===== config.mk =====
export PLATFORM = sky130hd
export DESIGN_NAME = dma_term_ctrl
export DESIGN_NICKNAME = d
export VERILOG_FILES = /design/src/rtl/dmat_pkg.sv /design/src/rtl/dmat_sync.sv /design/src/rtl/dmat_beat.sv /design/src/rtl/dmat_term.sv /design/src/rtl/dma_term_ctrl.sv
export SDC_FILE = /design/constraint.sdc
export NUM_CORES = 1
export LEC_CHECK = 0
export ABC_AREA = 1
export BUFFER_PORTS_ARGS = -buffer_cell sky130_fd_sc_hd__buf_4
export CAP_MARGIN = 5
export CELL_PAD_IN_SITES_DETAIL_PLACEMENT = 1
export CELL_PAD_IN_SITES_GLOBAL_PLACEMENT = 1
export CORE_UTILIZATION = 33
export DETAILED_ROUTE_END_ITERATION = 8
export PLACE_DENSITY_LB_ADDON = 0.12
export SETUP_SLACK_MARGIN = 0.05
export SLEW_MARGIN = 20
export SYNTH_ARGS = -nofsm -noshare
export SYNTH_HDL_FRONTEND = slang
export SYNTH_SLANG_ARGS = --single-unit
export TNS_END_PERCENT = 5

===== constraint.sdc =====
create_clock -name clk -period 1.6 [get_ports clk]
set_clock_uncertainty 0.15 [all_clocks]
set_input_delay 0.08 -clock clk [delete_from_list [all_inputs] [get_ports clk]]
set_output_delay 0.08 -clock clk [all_outputs]
set_load 0.02 [all_outputs]

===== src/rtl/dmat_pkg.sv =====
package dmat_pkg;

  typedef enum logic [1:0] {
    DN_OFF   = 2'b00,
    DN_IN    = 2'b01,
    DN_RSV   = 2'b10,
    DN_BIDIR = 2'b11
  } dn_mode_e;

  localparam int FLAG_N  = 4;
  localparam int FL_EXT  = 0;
  localparam int FL_XFER = 1;
  localparam int FL_CHN  = 2;
  localparam int FL_PERR = 3;

endpackage


===== src/rtl/dmat_sync.sv =====
module dmat_sync #(
  parameter int STAGES = 2
) (
  input  logic clk,
  input  logic rst_n,
  input  logic pin_n,
  output logic fall
);
  logic [STAGES-1:0] stage_q;
  logic              last_q;

  generate
    for (genvar g = 0; g < STAGES; g++) begin : g_stage
      if (g == 0) begin : g_first
        always_ff @(posedge clk or negedge rst_n) begin
          if (!rst_n) stage_q[g] <= 1'b1;
          else        stage_q[g] <= pin_n;
        end
      end else begin : g_next
        always_ff @(posedge clk or negedge rst_n) begin
          if (!rst_n) stage_q[g] <= 1'b1;
          else        stage_q[g] <= stage_q[g-1];
        end
      end
    end
  endgenerate

  always_ff @(posedge clk or negedge rst_n) begin
    if (!rst_n) last_q <= 1'b1;
    else        last_q <= stage_q[STAGES-1];
  end

  assign fall = last_q & ~stage_q[STAGES-1];

endmodule


===== src/rtl/dmat_beat.sv =====
module dmat_beat #(
  parameter int BEAT_W = 8
) (
  input  logic              clk,
  input  logic              rst_n,
  input  logic              active,
  input  logic              hold,
  input  logic              desc_end,
  input  logic              desc_valid,
  output logic              desc_ready,
  input  logic [BEAT_W-1:0] desc_beats,
  output logic              op_valid,
  input  logic              op_ready,
  input  logic              op_done,
  output logic              busy,
  output logic              ack,
  output logic              final_done
);
  localparam logic [BEAT_W-1:0] ONE = BEAT_W'(1);

  logic              loaded_q;
  logic              inflight_q;
  logic [BEAT_W-1:0] left_q;
  logic              desc_hs;
  logic              op_hs;

  assign desc_ready = active & ~loaded_q & ~inflight_q & ~hold;
  assign op_valid   = active & loaded_q & ~inflight_q & (left_q != '0) & ~hold;
  assign desc_hs    = desc_valid & desc_ready;
  assign op_hs      = op_valid & op_ready;
  assign busy       = inflight_q;
  assign ack        = inflight_q & (left_q == '0);
  assign final_done = ack & op_done;

  always_ff @(posedge clk or negedge rst_n) begin
    if (!rst_n) begin
      loaded_q   <= 1'b0;
      inflight_q <= 1'b0;
      left_q     <= '0;
    end else begin
      if (!active || desc_end) begin
        loaded_q <= 1'b0;
      end else if (desc_hs) begin
        loaded_q <= 1'b1;
      end

      if (desc_hs) begin
        left_q <= (desc_beats == '0) ? ONE : desc_beats;
      end else if (op_hs) begin
        left_q <= left_q - ONE;
      end

      if (op_hs) begin
        inflight_q <= 1'b1;
      end else if (op_done && inflight_q) begin
        inflight_q <= 1'b0;
      end
    end
  end

endmodule


===== src/rtl/dmat_term.sv =====
module dmat_term
  import dmat_pkg::*;
#(
  parameter int STOP_LAT = 3
) (
  input  logic              clk,
  input  logic              rst_n,
  input  logic              mode_ok,
  input  logic              start,
  input  logic              chain_end,
  input  logic              chain_en,
  input  dn_mode_e          mode,
  input  logic [FLAG_N-1:0] clr,
  input  logic              fall,
  input  logic              ack,
  input  logic              busy,
  input  logic              final_done,
  output logic              active,
  output logic              pending,
  output logic              desc_end,
  output logic              drive_oe,
  output logic [FLAG_N-1:0] flags
);
  localparam int CNT_W = (STOP_LAT > 2) ? $clog2(STOP_LAT) : 1;
  localparam logic [CNT_W-1:0] CNT_LOAD = CNT_W'(STOP_LAT - 1);

  logic              active_q;
  logic              pend_q;
  logic              self_q;
  logic [CNT_W-1:0]  cnt_q;
  logic [FLAG_N-1:0] flags_q;
  logic [FLAG_N-1:0] set_v;

  logic listen, quiet, bidir;
  logic accept_ext, perr, self_go, normal_end, finish, stop_all;

  assign listen     = mode[0];
  assign bidir      = (mode == DN_BIDIR);
  assign quiet      = ~pend_q & ~self_q;
  assign accept_ext = fall & listen & ack & quiet;
  assign perr       = fall & listen & active_q & ~ack & quiet;
  assign self_go    = final_done & quiet & ~accept_ext & bidir & ~chain_end;
  assign normal_end = final_done & quiet & ~accept_ext & ~self_go;
  assign finish     = pend_q & (cnt_q == '0) & ~busy;
  assign stop_all   = chain_end | ~chain_en;

  always_comb begin
    set_v          = '0;
    set_v[FL_EXT]  = finish;
    set_v[FL_XFER] = finish | normal_end;
    set_v[FL_CHN]  = (finish & stop_all) | (normal_end & ~chain_en);
    set_v[FL_PERR] = perr;
  end

  always_ff @(posedge clk or negedge rst_n) begin
    if (!rst_n) begin
      active_q <= 1'b0;
      pend_q   <= 1'b0;
      self_q   <= 1'b0;
      cnt_q    <= '0;
      flags_q  <= '0;
    end else begin
      flags_q <= (flags_q & ~clr) | set_v;

      if (set_v[FL_CHN]) begin
        active_q <= 1'b0;
      end else if (start && mode_ok) begin
        active_q <= 1'b1;
      end

      if (accept_ext || self_go) begin
        pend_q <= 1'b1;
        cnt_q  <= CNT_LOAD;
      end else if (finish) begin
        pend_q <= 1'b0;
      end else if (cnt_q != '0) begin
        cnt_q <= cnt_q - CNT_W'(1);
      end

      if (self_go) begin
        self_q <= 1'b1;
      end else if (finish) begin
        self_q <= 1'b0;
      end
    end
  end

  assign active   = active_q;
  assign pending  = pend_q;
  assign desc_end = finish | normal_end;
  assign drive_oe = self_q & active_q & bidir;
  assign flags    = flags_q;

endmodule


===== src/rtl/dma_term_ctrl.sv =====
module dma_term_ctrl
  import dmat_pkg::*;
#(
  parameter int BEAT_W      = 8,
  parameter int STOP_LAT    = 3,
  parameter int SYNC_STAGES = 2
) (
  input  logic              clk,
  input  logic              rst_n,
  input  logic              cfg_ext_req,
  input  logic              cfg_single_addr,
  input  logic              cfg_chain_end,
  input  logic              cfg_chain_en,
  input  logic [1:0]        cfg_done_mode,
  input  logic              chan_start,
  input  logic [FLAG_N-1:0] flag_clr,
  input  logic              desc_valid,
  output logic              desc_ready,
  input  logic [BEAT_W-1:0] desc_beats,
  output logic              op_valid,
  input  logic              op_ready,
  input  logic              op_done,
  output logic              xfer_ack,
  input  logic              done_n_in,
  output logic              done_n_out,
  output logic              done_n_oe,
  output logic              chan_active,
  output logic [FLAG_N-1:0] flags
);
  dn_mode_e mode_e;
  logic     mode_ok;
  logic     done_fall;
  logic     term_pend;
  logic     desc_end;
  logic     beat_busy;
  logic     final_done;

  assign mode_e     = dn_mode_e'(cfg_done_mode);
  assign mode_ok    = cfg_ext_req & ~cfg_single_addr;
  assign done_n_out = 1'b0;

  dmat_sync #(.STAGES(SYNC_STAGES)) u_sync (
    .clk   (clk),
    .rst_n (rst_n),
    .pin_n (done_n_in),
    .fall  (done_fall)
  );

  dmat_beat #(.BEAT_W(BEAT_W)) u_beat (
    .clk        (clk),
    .rst_n      (rst_n),
    .active     (chan_active),
    .hold       (term_pend),
    .desc_end   (desc_end),
    .desc_valid (desc_valid),
    .desc_ready (desc_ready),
    .desc_beats (desc_beats),
    .op_valid   (op_valid),
    .op_ready   (op_ready),
    .op_done    (op_done),
    .busy       (beat_busy),
    .ack        (xfer_ack),
    .final_done (final_done)
  );

  dmat_term #(.STOP_LAT(STOP_LAT)) u_term (
    .clk        (clk),
    .rst_n      (rst_n),
    .mode_ok    (mode_ok),
    .start      (chan_start),
    .chain_end  (cfg_chain_end),
    .chain_en   (cfg_chain_en),
    .mode       (mode_e),
    .clr        (flag_clr),
    .fall       (done_fall),
    .ack        (xfer_ack),
    .busy       (beat_busy),
    .final_done (final_done),
    .active     (chan_active),
    .pending    (term_pend),
    .desc_end   (desc_end),
    .drive_oe   (done_n_oe),
    .flags      (flags)
  );

endmodule


==> results.yml <==
yosys:
  synth.ff_latch_count: 22
  synth.avg_cell_area_um2: 7.58
  synthCells: 168
  yosysUniqueCellTypes: 21
  synth_fp_nets: 196
  synth_top_area_frac: 0.373
  ys_seq_area_frac: 0.435
  synth_area_um2: 1270
  synthTopCellsByArea: "dfrtp_1 37%, nand2_1 12%, nand3_1 9.8%"
  synth_largest_area_cell: "dfrtp_1"
  ys_warn_count: 0
critical_path:
  cp.arrival_ns: 1.38
  critPathKind: "flop to output pin"
  crit_fanout: 3
  critical_path_required_ns: 1.37
  crit_path_start_kind: "flop"
  cp-end-kind: "output pin"
global_routing:
  grt_pass1_wl_um: 6310
  grt_antenna_before_repair: 0
  grt.met2_usage: 0.363
  grt_pass1_vias: 1405
  overflow: 0
  use_met1: 0.227
  use_met3: 0.0446
  top_usage_layer: "met2"
  grt_max_degree: 23
  grtUsageTotal: 0.199
final_layout:
  layout_common_cells: "47 x buf_4, 37 x nand2_1, 24 x nand3_1"
  post-route-util: 0.546
  drive_above_1_share: 0.370
  fin_area_um2: 2010
  syn_to_final_growth_pct: 58.2
  insertedDiodeCount: 0
  mostFrequentLayoutCell: "buf_4"
  fin_nets: 264
drt:
  routed-via-count: 1353
  drtIter0Drc: 34
  drtPass1Iterations: 4
  finalWirelength_um: 4000
  ant_nets: 0
  wire_per_inst_um: 14.1
  post-route-drc-count: 0
  vias_per_cell: 4.78
timing:
  fin_crit_ns: 1.61
  setup_viol: 2
  grt_setup_unrepaired: "yes"
  fin_crit_sh: 1.01
  clock.fmax_mhz: 621
  setup_ws_ns: -0.00902
  hold_viol_final: 0
  slew_violations: 0
pwr:
  power_density_nw_per_um2: 1580
  total_leakage_power_nw: 1.03
  ir_worst_vdd_mv: 0.493
placement:
  port_buffers: 33
  gp_congestion: 0.829
  hpwl_um: 2820
  pre_cts_slack_ns: -0.0352
  place_area_um2: 1620
floorplan:
  initial_utilization: 0.345
  die_h_um: 64.1
  io_pins: 35
  die_area_um2: 4110
  coreArea_um2: 3690
  fp-row-count: 22
  die_width_um: 64.1
status:
  failed_checks: "setup timing"
  outcome: "finished with violations"
min_path:
  worst_hold_path_type: "input pin to flop"
clocking:
  clock_path_buffers: 2
  htreeDepth: 1
  cts_root_buf: "clkbuf_8"
  clk_latency_ns: 0.27
  cts_buffers: 3
  cts_tree: "done"
  clk_pin_slew_ns: 0.09
  clkSinkCount: 22
run:
  drv_cap: 0
## registers in the layout, indices dropped and copies added, names as in the netlist
register	flops
u_term.pending	1
u_term.flags	4
u_beat.busy	1
u_term.self_q	1
u_sync.stage_q	2
u_term.cnt_q	2
u_sync.last_q	1
u_beat.left_q	8
u_term.active	1
u_beat.loaded_q	1
## worst paths after layout
check,start,endpoint,slack [ns],cells past startpoint
max reg2reg,u_beat.left_q[1],u_beat.left_q[0],0.05,10
max,u_beat.left_q[1],xfer_ack,-0.009,7
max in group asynchronous,rst_n,u_sync.stage_q[0],0.93,2
min in group asynchronous,rst_n,u_beat.left_q[3],0.09,2
min reg2reg,u_sync.stage_q[0],u_sync.stage_q[1],0.21,0
min,desc_valid,u_beat.left_q[0],0.006,4
## final cells by class
cell class | count | area, um2
well taps | 48 | 60.1
clock inverters | 1 | 30.0
inverters | 28 | 105
fillers | 468 | 1670
repair buffers | 66 | 546
clock buffers | 3 | 41.3
multi-input cells | 115 | 676
flip-flops and latches | 22 | 557
## worst max-delay path, cell delays in order, from the launching register on
cell	delay, ns
dfrtp_1	0.41
inv_2	0.09
ha_4	0.15
nand2_4	0.06
nor2_4	0.10
nand3_4	0.11
inv_2	0.08
buf_6	0.11
## where the power goes
part | leakage, nW | total, mW | switching [mW] | internal [mW]
clock | 0.0357 | 0.538 | 0.203 | 0.335
combinational | 0.732 | 1.73 | 0.966 | 0.763
sequential | 0.266 | 0.916 | 0.173 | 0.743
## metal layers
| metal | up-vias | routed length [um] |
|---|---|---|
| met5 | - | 0 |
| met4 | 0 | 69 |
| met3 | 10 | 170 |
| met2 | 36 | 2080 |
| met1 | 652 | 1680 |
| li1 | 655 | - |
## Yosys cell counts
library cell  instances
nor2_2                5
nand4_1               2
buf_4                 2
dfrtp_1              19
nor3_1                3
nand2_1              40
o21ai_0               7
conb_1                1
nor2_1               14
ha_1                  3
buf_6                 1
nand2_2               3
nand3_1              25
a31o_2                1
dfstp_2               3
inv_2                 1
nand3b_1              1
o211ai_1              1
inv_1                27
xor2_1                6
nand3_2               3
## timing repair
action	4_1_cts	5_1_grt
resized for setup	12	17
hold buffers	17	0
hold endpoints to repair	37	0
cloned	0	0
pin swaps	4	7
buffers inserted	5	3
endpoints found under the setup margin	19	21
## metrics by stage
stage	hold slack [ns]	total power [mW]	std cells	TNS [ns]
after floorplan	-0.366	1.79	168	0
after global placement	-0.162	2.19	254	0
after detailed placement	-0.153	2.26	254	-0.196
after CTS	0.00958	2.99	280	-0.0195
after global routing	0.0285	3.39	283	-0.180
final	0.00624	3.18	283	-0.0179
## kinds of logic after synthesis
family | Yosys count | synth area share
AO/OA/AOI/OAI | 9 | 0.0403
AND/OR/NAND/NOR | 96 | 0.348
buffers and inverters | 31 | 0.103
flip-flops | 22 | 0.435
other | 1 | 0.00294
adder cells (fa/ha/maj) | 3 | 0.0295
XOR/XNOR | 6 | 0.0413
No activity file was read; power rests on OpenSTA's default activity.
